===== config.mk =====
export PLATFORM = sky130hd
export DESIGN_NAME = pdm_tdm_bridge
export DESIGN_NICKNAME = d
export VERILOG_FILES = /design/src/rtl/pdm_tdm_bridge.sv
export SDC_FILE = /design/constraint.sdc
export NUM_CORES = 1
export LEC_CHECK = 0
export BUFFER_PORTS_ARGS = -buffer_cell sky130_fd_sc_hd__buf_2
export CAP_MARGIN = 10
export CORE_ASPECT_RATIO = 1.25
export CORE_MARGIN = 2
export CORE_UTILIZATION = 60
export DETAILED_ROUTE_END_ITERATION = 16
export PLACE_DENSITY = 0.78
export SETUP_SLACK_MARGIN = 0.15
export SYNTH_ARGS = -nofsm -noshare
export SYNTH_HDL_FRONTEND = slang
export SYNTH_SLANG_ARGS = --single-unit

===== constraint.sdc =====
create_clock -name clk -period 3.8 [get_ports clk]
set_input_delay 0.38 -clock clk [delete_from_list [all_inputs] [get_ports clk]]
set_output_delay 0.38 -clock clk [all_outputs]
set_load 0.01 [all_outputs]

===== src/rtl/pdm_tdm_bridge.sv =====
module pdm_tdm_bridge #(
  parameter int PAIRS = 4
) (
  input  logic                           clk,
  input  logic                           rst_n,
  input  logic                           enable,
  input  logic [$clog2(2*PAIRS+1)-1:0]   mic_count,
  input  logic [PAIRS-1:0]               pair_clk_en,
  input  logic                           lsb_first,
  input  logic                           tdm_fs,
  input  logic [PAIRS-1:0]               mic_data,
  output logic [PAIRS-1:0]               mic_clk,
  output logic                           tdm_sd,
  output logic                           data_valid,
  output logic                           frame_bad
);
  localparam int MICS  = 2 * PAIRS;
  localparam int PER   = 2 * PAIRS;
  localparam int FRAME = 8 * PER;
  localparam int CW    = $clog2(FRAME);
  localparam int PW    = $clog2(PER);
  localparam int SW    = CW - 3;

  logic          run;
  logic [CW-1:0] cnt;
  logic [1:0]    frm;
  logic [8*MICS-1:0] hold_flat;

  wire [PW-1:0] phase  = cnt[PW-1:0];
  wire          wrap   = run && (cnt == CW'(FRAME - 1));
  wire          take_l = run && (phase == PW'(PER/2 - 1));
  wire          take_r = run && (phase == PW'(PER - 1));

  always_ff @(posedge clk or negedge rst_n) begin
    if (!rst_n) begin
      run <= 1'b0;
      cnt <= '0;
      frm <= '0;
    end else if (!enable) begin
      run <= 1'b0;
      cnt <= '0;
      frm <= '0;
    end else if (!run) begin
      if (tdm_fs) run <= 1'b1;
    end else begin
      cnt <= wrap ? '0 : cnt + 1'b1;
      if (wrap && frm != 2'd2) frm <= frm + 1'b1;
    end
  end

  for (genvar m = 0; m < MICS; m++) begin : g_mic
    logic [7:0] cap, hold, nxt;
    wire take = (m % 2 == 0) ? take_l : take_r;
    assign nxt = take ? {cap[6:0], mic_data[m/2]} : cap;
    always_ff @(posedge clk or negedge rst_n) begin
      if (!rst_n) begin
        cap  <= '0;
        hold <= '0;
      end else begin
        cap <= nxt;
        if (wrap) hold <= nxt;
      end
    end
    assign hold_flat[8*m +: 8] = hold;
  end

  wire [SW-1:0] slot = cnt[CW-1:3];
  wire [2:0]    bsel = lsb_first ? cnt[2:0] : ~cnt[2:0];

  assign tdm_sd     = run && ({1'b0, slot} < mic_count) && hold_flat[{slot, bsel}];
  assign mic_clk    = pair_clk_en & {PAIRS{run & cnt[PW-1]}};
  assign data_valid = run && (frm != 2'd0);
  assign frame_bad  = run && (frm != 2'd2);
endmodule



==> summary.md, run 1 <==
| Metric | Value |
|---|---|
| Most used DFF post-synth | dfrtp_1 |
| Achievable frequency | 304 MHz |
| Sw Ratio | 0.216 |
| Kind of critical path | reg2out |
| N_diodes | 0 |
| Fraction of layout cells with a size suffix above 1 | 0.219 |
| Die ar. | 0.0120 mm2 |
| GPL Wtd Cong | 0.926 |
| Drt total wl | 13.6 mm |
| Clock Pin Slew Worst Setup and Hold Paths | 60 ps |
| Cell internal pwr | 2.61 mW |
| Die width | 98.3 um |
| Pre-antenna DRT Iters | 5 |
| GRT Residual Overflow | 0 |
| P&R area growth vs syn | 11.3% |
| Io pins | 24 |
| CP Cell Sequence | buf_4 > mux2i_1 > a21oi_1 > o221ai_1 > a31oi_1 > nand4_1 > a31oi_1 > buf_2 |
| Max incr delay on CP | 790 ps |
| HPWL Detailed | 8.70 mm |
| RSZ-0062 raised after global routing | false |
| Post-CTS sizing | 0 |
| Worst Path Max Fanout | 31 |
| Vias in the first global route | 4743 |
| GRT Util Overall | 0.242 |
| Worst-skew pair later-pin latency | 420 ps |
| Synth Cell Area | 0.00667 mm2 |
| Slew @ Worst Pin | 1010 ps |
| Syn nets | 636 |
| Max-slew violations | 0 |
| Final ANT Viol Nets | 0 |
| # fillers | 788 |
| Drt first-iter violations | 298 |
| CP dominant cell by count | a31oi_1 |
| Slowest cell on crit path | dfrtp_2 |
| Worst VDD drop | 0.270 mV |
| Hold Vio Cnt, Final | 0 |
| LEAKAGE | 3.79 nW |
| Cts hold-fix bufs | 0 |
| Final Cycle Share | 0.866 |
| Drt drc | 0 |
| Post-synth cell types | 50 |
| Post-CTS Setup Repair Bufs | 0 |
| Number of placed instances, taps included | 741 |
| Synth Warn # | 0 |
| Average size of a mapped cell | 10.9 um2 |
| Pwr Total | 3.32 mW |
| Initial antenna violation count | 0 |
| EDFF count, synth | 0 |
| Hold crit path type | in2async |
| H-tree depth | 4 |
| Sequential area share after synthesis | 0.514 |
| Core Area | 0.0110 mm2 |
| Via Count | 4650 |
| Die H | 122 um |
| Flop pwr share | 0.452 |
| Critical Path RT | 3420 ps |
| Clock root buffer | clkbuf_16 |
| Final Critical Period | 3290 ps |
| Psw | 0.719 mW |
| Largest net degree at the start of global routing | 117 |
| Crit path DAT | 2910 ps |
| Via density per instance | 6.02 |
| Comb pwr share | 0.046 |
| Row count | 43 |
| Drt wl/cell | 17.6 um |
| CP startpoint kind | flip-flop |
| Sink Count | 137 |
| Setup TNS | 0 ps |
| Final setup violation count | 0 |
| Outcome | completed |
| Cell area power density | 448 mW/mm2 |
| Final std cells w/o fill | 773 |
| Relative slew slack | 0.329 |
| Layout net count | 649 |
| Clock Skew | 8.90 ps |
| CTS Buf Count | 17 |
| Max cap viols | 0 |
| TritonCTS clock tree | yes |
| First-pass GRT wire length | 22.9 mm |
| Starting Density | 0.608 |
| Clk buf depth | 2 |
| Synthesized instance count | 612 |
| Clk network pwr share | 0.502 |
| Port bufs | 23 |
| Setup crit end kind | primary output |
| Number of synthesized register bits | 137 |
| Async set-reset flop share out of synthesis | 1.00 |
| Final core occ | 0.676 |
-- per-layer routing --
metal | GRT usage | up-vias | wire, um
li1 | - | 2135 | -
met1 | 0.296 | 2319 | 5500
met2 | 0.407 | 157 | 6970
met3 | 0.0597 | 39 | 753
met4 | 0.115 | 0 | 388
met5 | 0 | - | 0
-- cell usage after synthesis (2+ instances only) --
library cell,number,area share
a2111oi_0,2,0.0026
buf_2,3,0.0023
dfrtp_1,137,0.51
or2b_1,3,0.0034
clkbuf_1,16,0.0090
o21ai_0,7,0.0053
o221ai_1,9,0.012
xnor2_1,2,0.0026
nor2_1,11,0.0062
and2_1,5,0.0047
mux4_2,3,0.010
mux2i_1,23,0.035
inv_1,9,0.0051
o21a_1,3,0.0034
buf_1,7,0.0039
a31oi_1,2,0.0019
a21oi_1,13,0.0098
mux4_1,13,0.051
nor2b_1,5,0.0047
buf_4,5,0.0056
or2_1,2,0.0019
buf_6,5,0.0084
a22o_1,2,0.0026
and3_1,4,0.0038
or3_1,3,0.0028
ha_1,7,0.013
a211oi_1,3,0.0034
mux2_2,70,0.12
nand4_1,4,0.0038
nand2_1,204,0.11
a22oi_1,3,0.0034
a21o_1,2,0.0023
nor3_1,3,0.0023
nand3_1,5,0.0038
nand2b_1,2,0.0019
-- metrics by stage --
step	worst slack (ps)	hold WS [ps]	area, um2
after floorplan	1550	84.4	6670
final	509	108	7420
after CTS	562	152	7420
after detailed placement	781	484	6820
after global routing	402	177	7420
after global placement	885	476	6820
-- cells by family after synthesis --
family	count (synthesis)	synth area share
simple gates	253	0.156
flops	137	0.514
mux	110	0.216
compound gates	55	0.0572
buf+inv	47	0.0371
fa+ha+maj	7	0.0131
xor+xnor	3	0.00676
-- power groups by stage --
stage	Sequential (mW)	Combinational [mW]	Clock (mW)
after global placement	1.53	0.148	0
after CTS	1.50	0.154	1.69
final	1.50	0.153	1.67
after global routing	1.51	0.169	1.74
after detailed placement	1.53	0.153	0
after floorplan	1.51	0.116	0
-- critical path: cells and delay by family, from the launching register on --
kind,cells,cell delay [ps]
and+or+nand+nor,1,120
DFF,1,790
muxes,1,170
buffers and inverters,2,610
AOI/OAI and AO/OA,4,800
-- cells in the final DEF (no fill, tap or decap), types with 3 or more instances in the layout --
master | synthesis | layout
nand2_1 | 204 | 204
o21a_1 | 3 | 3
nor2_1 | 11 | 10
mux2i_1 | 23 | 23
buf_4 | 5 | 8
mux4_1 | 13 | 13
and3_1 | 4 | 4
o221ai_1 | 9 | 9
inv_1 | 9 | 9
dfrtp_1 | 137 | 136
o21ai_0 | 7 | 7
mux2_2 | 70 | 70
ha_1 | 7 | 7
a22oi_1 | 3 | 3
mux4_2 | 3 | 3
or2b_1 | 3 | 3
and2_1 | 5 | 5
nand3_1 | 5 | 5
buf_2 | 3 | 22
a21oi_1 | 13 | 13
a211oi_1 | 3 | 3
nor2b_1 | 5 | 5
nand4_1 | 4 | 4
clkinv_2 | 0 | 6
clkbuf_16 | 0 | 17
clkinvlp_4 | 0 | 3
bufinv_16 | 0 | 3
nor3_1 | 3 | 3
or3_1 | 3 | 3
-- sequential cells by signal, indices dropped and copies added, names as in the netlist --
register,count
g_mic.hold,64
run,1
g_mic.cap,64
frm,2
cnt,6
-- final cells by class --
class | count | area [um2] | area share
Sequential cell | 137 | 3430 | 0.462
Inverter | 10 | 37.5 | 0.00506
Clock inverter | 13 | 151 | 0.0204
Multi-Input combinational cell | 428 | 3000 | 0.404
Clock buffer | 19 | 453 | 0.0610
Timing Repair Buffer | 31 | 181 | 0.0244
Tap cell | 135 | 169 | 0.0228
-- worst paths after layout --
kind / from / end / slack, ps / depth (start not counted)
setup / recovery: cnt[0] / tdm_sd / 510 / 8
hold reg to reg: g_mic[0].cap[7] / g_mic[0].cap[7] / 490 / 1
max in group asynchronous: rst_n / g_mic[3].hold[5] / 2780 / 2
hold / removal: rst_n / g_mic[0].cap[0] / 110 / 1
setup reg to reg: cnt[0] / g_mic[1].hold[3] / 710 / 7
min in group clk: tdm_fs / run / 170 / 2
Power figures use the tool's default switching activity.
==> run 2: changes to the inputs <==
Settings changed: CORE_MARGIN 2 to 10, CORE_UTILIZATION 60 to 40, PLACE_DENSITY 0.78 to default, SETUP_SLACK_MARGIN 0.15 to 0.2.
==> run 2 against run 1 <==
Effect of this change:
- via count decreased by 2.9%
- worst hold slack got worse by 34 ps
- non-clock buffer count grew 1
- first-iteration DRC count increased by 28%
- sequential share of layout area is 0.58 points lower
- maximum frequency shrank 1.0%
- register-to-register slack better by 390 ps
- sequential power about the same
- setup slack worse by 34 ps
- cell count is 11% higher
- critical endpoint unchanged
==> summary.md, run 2 (synthesis results as in run 1) <==
| Metric | Value |
|---|---|
| Pwr Total | 3.28 mW (-1.3%) |
| Clock root buffer | clkbuf_16 |
| Row count | 52 (+21%) |
| Core Area | 0.0163 mm2 (+48%) |
| Flop2flop setup slack | 1100 ps (+390 ps) |
| Die width | 135 um (+38%) |
| CP bufs+invs | 1 (-1) |
| DP Area | 0.00693 mm2 (+1.6%) |
| Setup crit end kind | primary output |
| HPWL Detailed | 9.25 mm (+6.2%) |
| Depth of the most critical reg-to-reg path | 6 (-1) |
| Drt wl/cell | 16.1 um (-8.7%) |
| Final ANT Viol Nets | 0 (unchanged) |
| CP startpoint kind | flip-flop |
| CTS Buf Count | 17 (unchanged) |
| Drt first-iter violations | 381 (+28%) |
| Drt total wl | 13.8 mm (+1.1%) |
| Crit Reg-Reg Startpoint | cnt[0] |
| Clock Skew | 8.41 ps (-0.487 ps) |
| GRT Residual Overflow | 0 (unchanged) |
| Pre-antenna DRT Iters | 4 (-1) |
| # fillers | 1499 (+90%) |
| Max incr delay on CP | 820 ps (+30 ps) |
| Final setup violation count | 0 (unchanged) |
| Max layer used | met4 |
| GPL Wtd Cong | 0.902 (-2.6%) |
| Max-slew violations | 0 (unchanged) |
| Die H | 164 um (+35%) |
| Outcome | completed |
| Cts hold-fix bufs | 0 (unchanged) |
| Setup TNS | 0 ps (unchanged) |
| LEAKAGE | 3.78 nW (-0.26%) |
| Via Count | 4513 (-2.9%) |
| Largest net degree at the start of global routing | 107 (-8.5%) |
| H-tree depth | 4 (unchanged) |
| Slew @ Worst Pin | 943 ps (-63.9 ps) |
| Final core occ | 0.462 (-0.214) |
| Cell area power density | 437 mW/mm2 (-2.5%) |
| FF/Latch Area | 0.00343 mm2 (unchanged) |
| Die ar. | 0.0223 mm2 (+86%) |
| Worst Path Max Fanout | 35 (+13%) |
| Starting Density | 0.410 (-0.198) |
| Vias in the first global route | 4722 (-0.44%) |
| Worst-skew pair later-pin latency | 420 ps (about the same) |
| Final Critical Period | 3320 ps (+33.9 ps) |
| Layout net count | 650 (+0.15%) |
| Achievable frequency | 301 MHz (-1.0%) |
| WL met1 | 5.89 mm (+7.2%) |
| GRT Util Overall | 0.130 (-0.112) |
| Hold Vio Cnt, Final | 0 (unchanged) |
| Port bufs | 23 (unchanged) |
| Drt drc | 0 (unchanged) |
| Io pins | 24 (unchanged) |
| Leading cell type in the layout, fill and taps excluded | nand2_1 |
| Clk buf depth | 2 (unchanged) |
| TritonCTS clock tree | yes |
| Via density per instance | 5.27 (-12%) |
| Slowest cell on crit path | dfrtp_2 |
| DR WL met2 | 6.94 mm (-0.50%) |
| Sink Count | 137 (unchanged) |
| RSZ-0062 raised after global routing | false |
| Post-CTS Setup Repair Bufs | 0 (unchanged) |
| Critical R2R Capture | g_mic[1].hold[5] |
| Crit path DAT | 2940 ps (+30 ps) |
| Relative slew slack | 0.372 (+0.0426) |
| Worst VDD drop | 0.304 mV (+12%) |
| Critical Path RT | 3420 ps (about the same) |
| Fraction of layout cells with a size suffix above 1 | 0.219 (-0.000343) |
| Multi-input gate area | 0.00300 mm2 (unchanged) |
| Post-CTS sizing | 0 (unchanged) |
| Commonest non-fill, non-tap cells in the layout | 204 x nand2_1, 136 x dfrtp_1, 70 x mux2_2 |
| Hold crit path type | in2async |
| Final Cycle Share | 0.875 (+0.00892) |
| First-pass GRT wire length | 23.5 mm (+2.7%) |
| Clock Pin Slew Worst Setup and Hold Paths | 60 ps (about the same) |
| Initial antenna violation count | 1 (+1) |
| P&R area growth vs syn | 12.7% |
| Largest registers | g_mic.cap x64, g_mic.hold x64, cnt x6 |
| CP Cell Sequence | or2_1 > o221ai_1 > a22o_1 > a2111oi_0 > nor3_1 > a31oi_1 > buf_2 |
| Cell area after layout | 0.00752 mm2 (+1.3%) |
| Kind of critical path | reg2out |
| CP top delay family | compound AO/OA/AOI/OAI gates |
| Met3 wire len | 563 um (-25%) |
| Final hold slack | 74.5 ps (-33.5 ps) |
| Max cap viols | 0 (unchanged) |
[run 2: cell count changes in the layout (fill, tap and decap cells not counted)]
cell	previous run	this run
clkinv_4	1	3
clkinv_2	6	2
clkbuf_1	0	1
inv_6	0	3
clkbuf_8	2	1
bufinv_16	3	2
buf_4	8	9
diode_2	0	1
[run 2: power breakdown]
part	leakage, nW	internal (mW)	switching [mW]	total [mW]
Sequential	1.85	1.48	0.0249	1.50
Combinational	1.65	0.0678	0.0855	0.153
Clock	0.280	0.989	0.637	1.63
Total	3.78	2.53	0.747	3.28
[run 2: routing by layer]
metal	track usage	vias to the layer above
li1	-	2149
met1	0.152	2248
met2	0.219	91
met3	0.0324	25
met4	0.0652	0
met5	0	-
[run 2: worst max path at each step]
stage,end,depth (start not counted),start
floorplan,tdm_sd,8,lsb_first
global placement,tdm_sd,8,lsb_first
detailed placement,tdm_sd,8,lsb_first
CTS,tdm_sd,7,cnt[0]
global route,tdm_sd,7,cnt[0]
finish,tdm_sd,7,cnt[0]
[run 2: stage by stage]
step | worst slack (ps) | cells
floorplan | 1550 | 612
global placement | 841 | 823
detailed placement | 740 | 823
CTS | 480 | 855
global route | 236 | 855
finish | 476 | 856
[run 2: cell type report]
cell class                      count  share of cell area
Antenna cell                        1            0.000333
Sequential cell                   137               0.456
Tap cell                          216              0.0360
Timing Repair Buffer               32              0.0251
Clock inverter                     13              0.0193
Inverter                           10             0.00499
Clock buffer                       19              0.0589
Multi-Input combinational cell    428               0.399
==> run 3: changes to the inputs <==
Settings changed: CORE_ASPECT_RATIO 1.25 to 0.6.
==> run 3 against run 2 <==
Effect of this change:
- critical path depth unchanged
- critical path type unchanged
- count of clock-buffer cells in the layout unchanged
- worst hold slack worse by 25 ps
- sequential cell count unchanged
- wire length up 2.6%
- first-iteration DRC count down 19%
- core utilization up 0.16 points
- sequential power about the same
- die area up 0.62%
==> summary.md, run 3 (synthesis results as in run 1) <==
| Metric | Value |
|---|---|
| LEAKAGE | 3.80 nW (+0.39%) |
| Drt drc | 0 (unchanged) |
| Starting Density | 0.409 (-0.00101) |
| Max incr delay on CP | 800 ps (-20 ps) |
| Commonest non-fill, non-tap cells in the layout | 204 x nand2_1, 135 x dfrtp_1, 70 x mux2_2 |
| CTS Buf Count | 17 (unchanged) |
| Row count | 36 (-31%) |
| Leading cell type in the layout, fill and taps excluded | nand2_1 |
| Largest net degree at the start of global routing | 93 (-13%) |
| Final setup violation count | 0 (unchanged) |
| Final ANT Viol Nets | 0 (unchanged) |
| Hold Vio Cnt, Final | 0 (unchanged) |
| Clock root buffer | clkbuf_16 |
| Final hold slack | 49.6 ps (-24.9 ps) |
| Via Count | 4552 (+0.86%) |
| Die width | 187 um (+38%) |
| Via density per instance | 5.25 (-0.42%) |
| Drt total wl | 14.1 mm (+2.6%) |
| Worst VDD drop | 0.271 mV (-11%) |
| CP top delay family | multiplexers |
| Critical Path RT | 3420 ps (about the same) |
| Slowest cell on crit path | dfrtp_2 |
| Worst Path Max Fanout | 33 (-5.7%) |
| Max cap viols | 0 (unchanged) |
| CP bufs+invs | 1 (unchanged) |
| Io pins | 24 (unchanged) |
| N_diodes | 0 (-1) |
| Drt wl/cell | 16.3 um (+1.3%) |
| Post-CTS Setup Repair Bufs | 0 (unchanged) |
| GRT Util Overall | 0.132 (+0.00181) |
| Die ar. | 0.0224 mm2 (+0.62%) |
| P&R area growth vs syn | 13.4% |
| GRT Residual Overflow | 0 (unchanged) |
| Die H | 120 um (-27%) |
| # fillers | 1506 (+0.47%) |
| Post-CTS sizing | 0 (unchanged) |
| Initial antenna violation count | 0 (-1) |
| Final Critical Period | 3230 ps (-94.2 ps) |
| Largest registers | g_mic.cap x64, g_mic.hold x64, cnt x6 |
| Worst-skew pair later-pin latency | 420 ps (about the same) |
| Fraction of layout cells with a size suffix above 1 | 0.222 (+0.00313) |
| Kind of critical path | reg2out |
| First-pass GRT wire length | 24.3 mm (+3.5%) |
| Achievable frequency | 310 MHz (+2.9%) |
| Cts hold-fix bufs | 0 (unchanged) |
| Setup crit end kind | primary output |
| CP dominant cell by count | a31oi_1 |
| Drt first-iter violations | 310 (-19%) |
| Clock Skew | 6.56 ps (-1.85 ps) |
| Outcome | completed |
| Clock Pin Slew Worst Setup and Hold Paths | 60 ps (about the same) |
| H-tree depth | 4 (unchanged) |
| Vias in the first global route | 4610 (-2.4%) |
| Core Area | 0.0163 mm2 (+0.25%) |
| RSZ-0062 raised after global routing | false |
| HPWL Detailed | 9.83 mm (+6.3%) |
| Sink Count | 137 (unchanged) |
| Clk buf depth | 2 (unchanged) |
| Crit path DAT | 2850 ps (-90 ps) |
| Port bufs | 23 (unchanged) |
| Max-slew violations | 0 (unchanged) |
| CP startpoint kind | flip-flop |
| Relative slew slack | 0.443 (+0.0712) |
| Setup TNS | 0 ps (unchanged) |
| Final Cycle Share | 0.850 (-0.0248) |
| Pre-antenna DRT Iters | 7 (+3) |
| CP Cell Sequence | mux4_1 > mux2_2 > a211oi_1 > a31oi_1 > nand4_1 > a31oi_1 > buf_2 |
| Slew @ Worst Pin | 836 ps (-107 ps) |
| TritonCTS clock tree | yes |
| Layout net count | 650 (unchanged) |
| Cell area power density | 449 mW/mm2 (+2.8%) |
| Hold crit path type | in2async |
| GPL Wtd Cong | 0.911 (+1.1%) |
## run 3: changes by cell type in the layout (fill, tap and decap cells not counted), sizes merged
cell,previous run,this run
bufinv,2,3
clkinv,6,4
diode,1,0
inv,12,13
## run 3: power by group
group | switching (mW) | internal, mW | total (mW)
clock | 0.663 | 1.07 | 1.74
sequential | 0.0251 | 1.48 | 1.50
combinational | 0.0851 | 0.0690 | 0.154
## run 3: final timing paths
check	startpoint	to	slack, ps	cells past startpoint
setup / recovery	cnt[0]	tdm_sd	570	7
min in group clk	tdm_fs	run	170	2
hold reg to reg	g_mic[4].hold[7]	g_mic[4].hold[7]	490	2
max in group asynchronous	rst_n	g_mic[4].hold[7]	2900	2
setup reg to reg	cnt[0]	g_mic[2].hold[5]	1110	6
hold / removal	rst_n	g_mic[1].cap[6]	50	1
## run 3: stage by stage
stage | total power [mW] | utilization | setup WS, ps | std cells | area [um2]
after floorplan | 1.63 | - | 1550 | 612 | 6670
final | 3.39 | 0.464 | 570 | 867 | 7560
after CTS | 3.42 | 0.464 | 330 | 867 | 7560
after detailed placement | 1.69 | 0.426 | 795 | 835 | 6940
after global routing | 3.51 | 0.464 | 342 | 867 | 7560
after global placement | 1.68 | 0.426 | 902 | 835 | 6940
## run 3: layout make-up
| class | count | area [um2] | share of cell area |
|---|---|---|---|
| sequential | 137 | 3430 | 0.454 |
| multi-input combinational | 428 | 3000 | 0.397 |
| clock buffer | 19 | 453 | 0.0599 |
| tap | 228 | 285 | 0.0377 |
| timing repair buffer | 32 | 189 | 0.0250 |
| clock inverter | 13 | 166 | 0.0220 |
| inverter | 10 | 37.5 | 0.00496 |
## run 3: routing by layer
| metal | up-vias | wire, um | global-route usage |
|---|---|---|---|
| met4 | 0 | 103 | 0.0311 |
| met2 | 117 | 5780 | 0.185 |
| li1 | 2136 | - | - |
| met3 | 16 | 865 | 0.0422 |
| met1 | 2283 | 7370 | 0.193 |
| met5 | - | 0 | 0 |
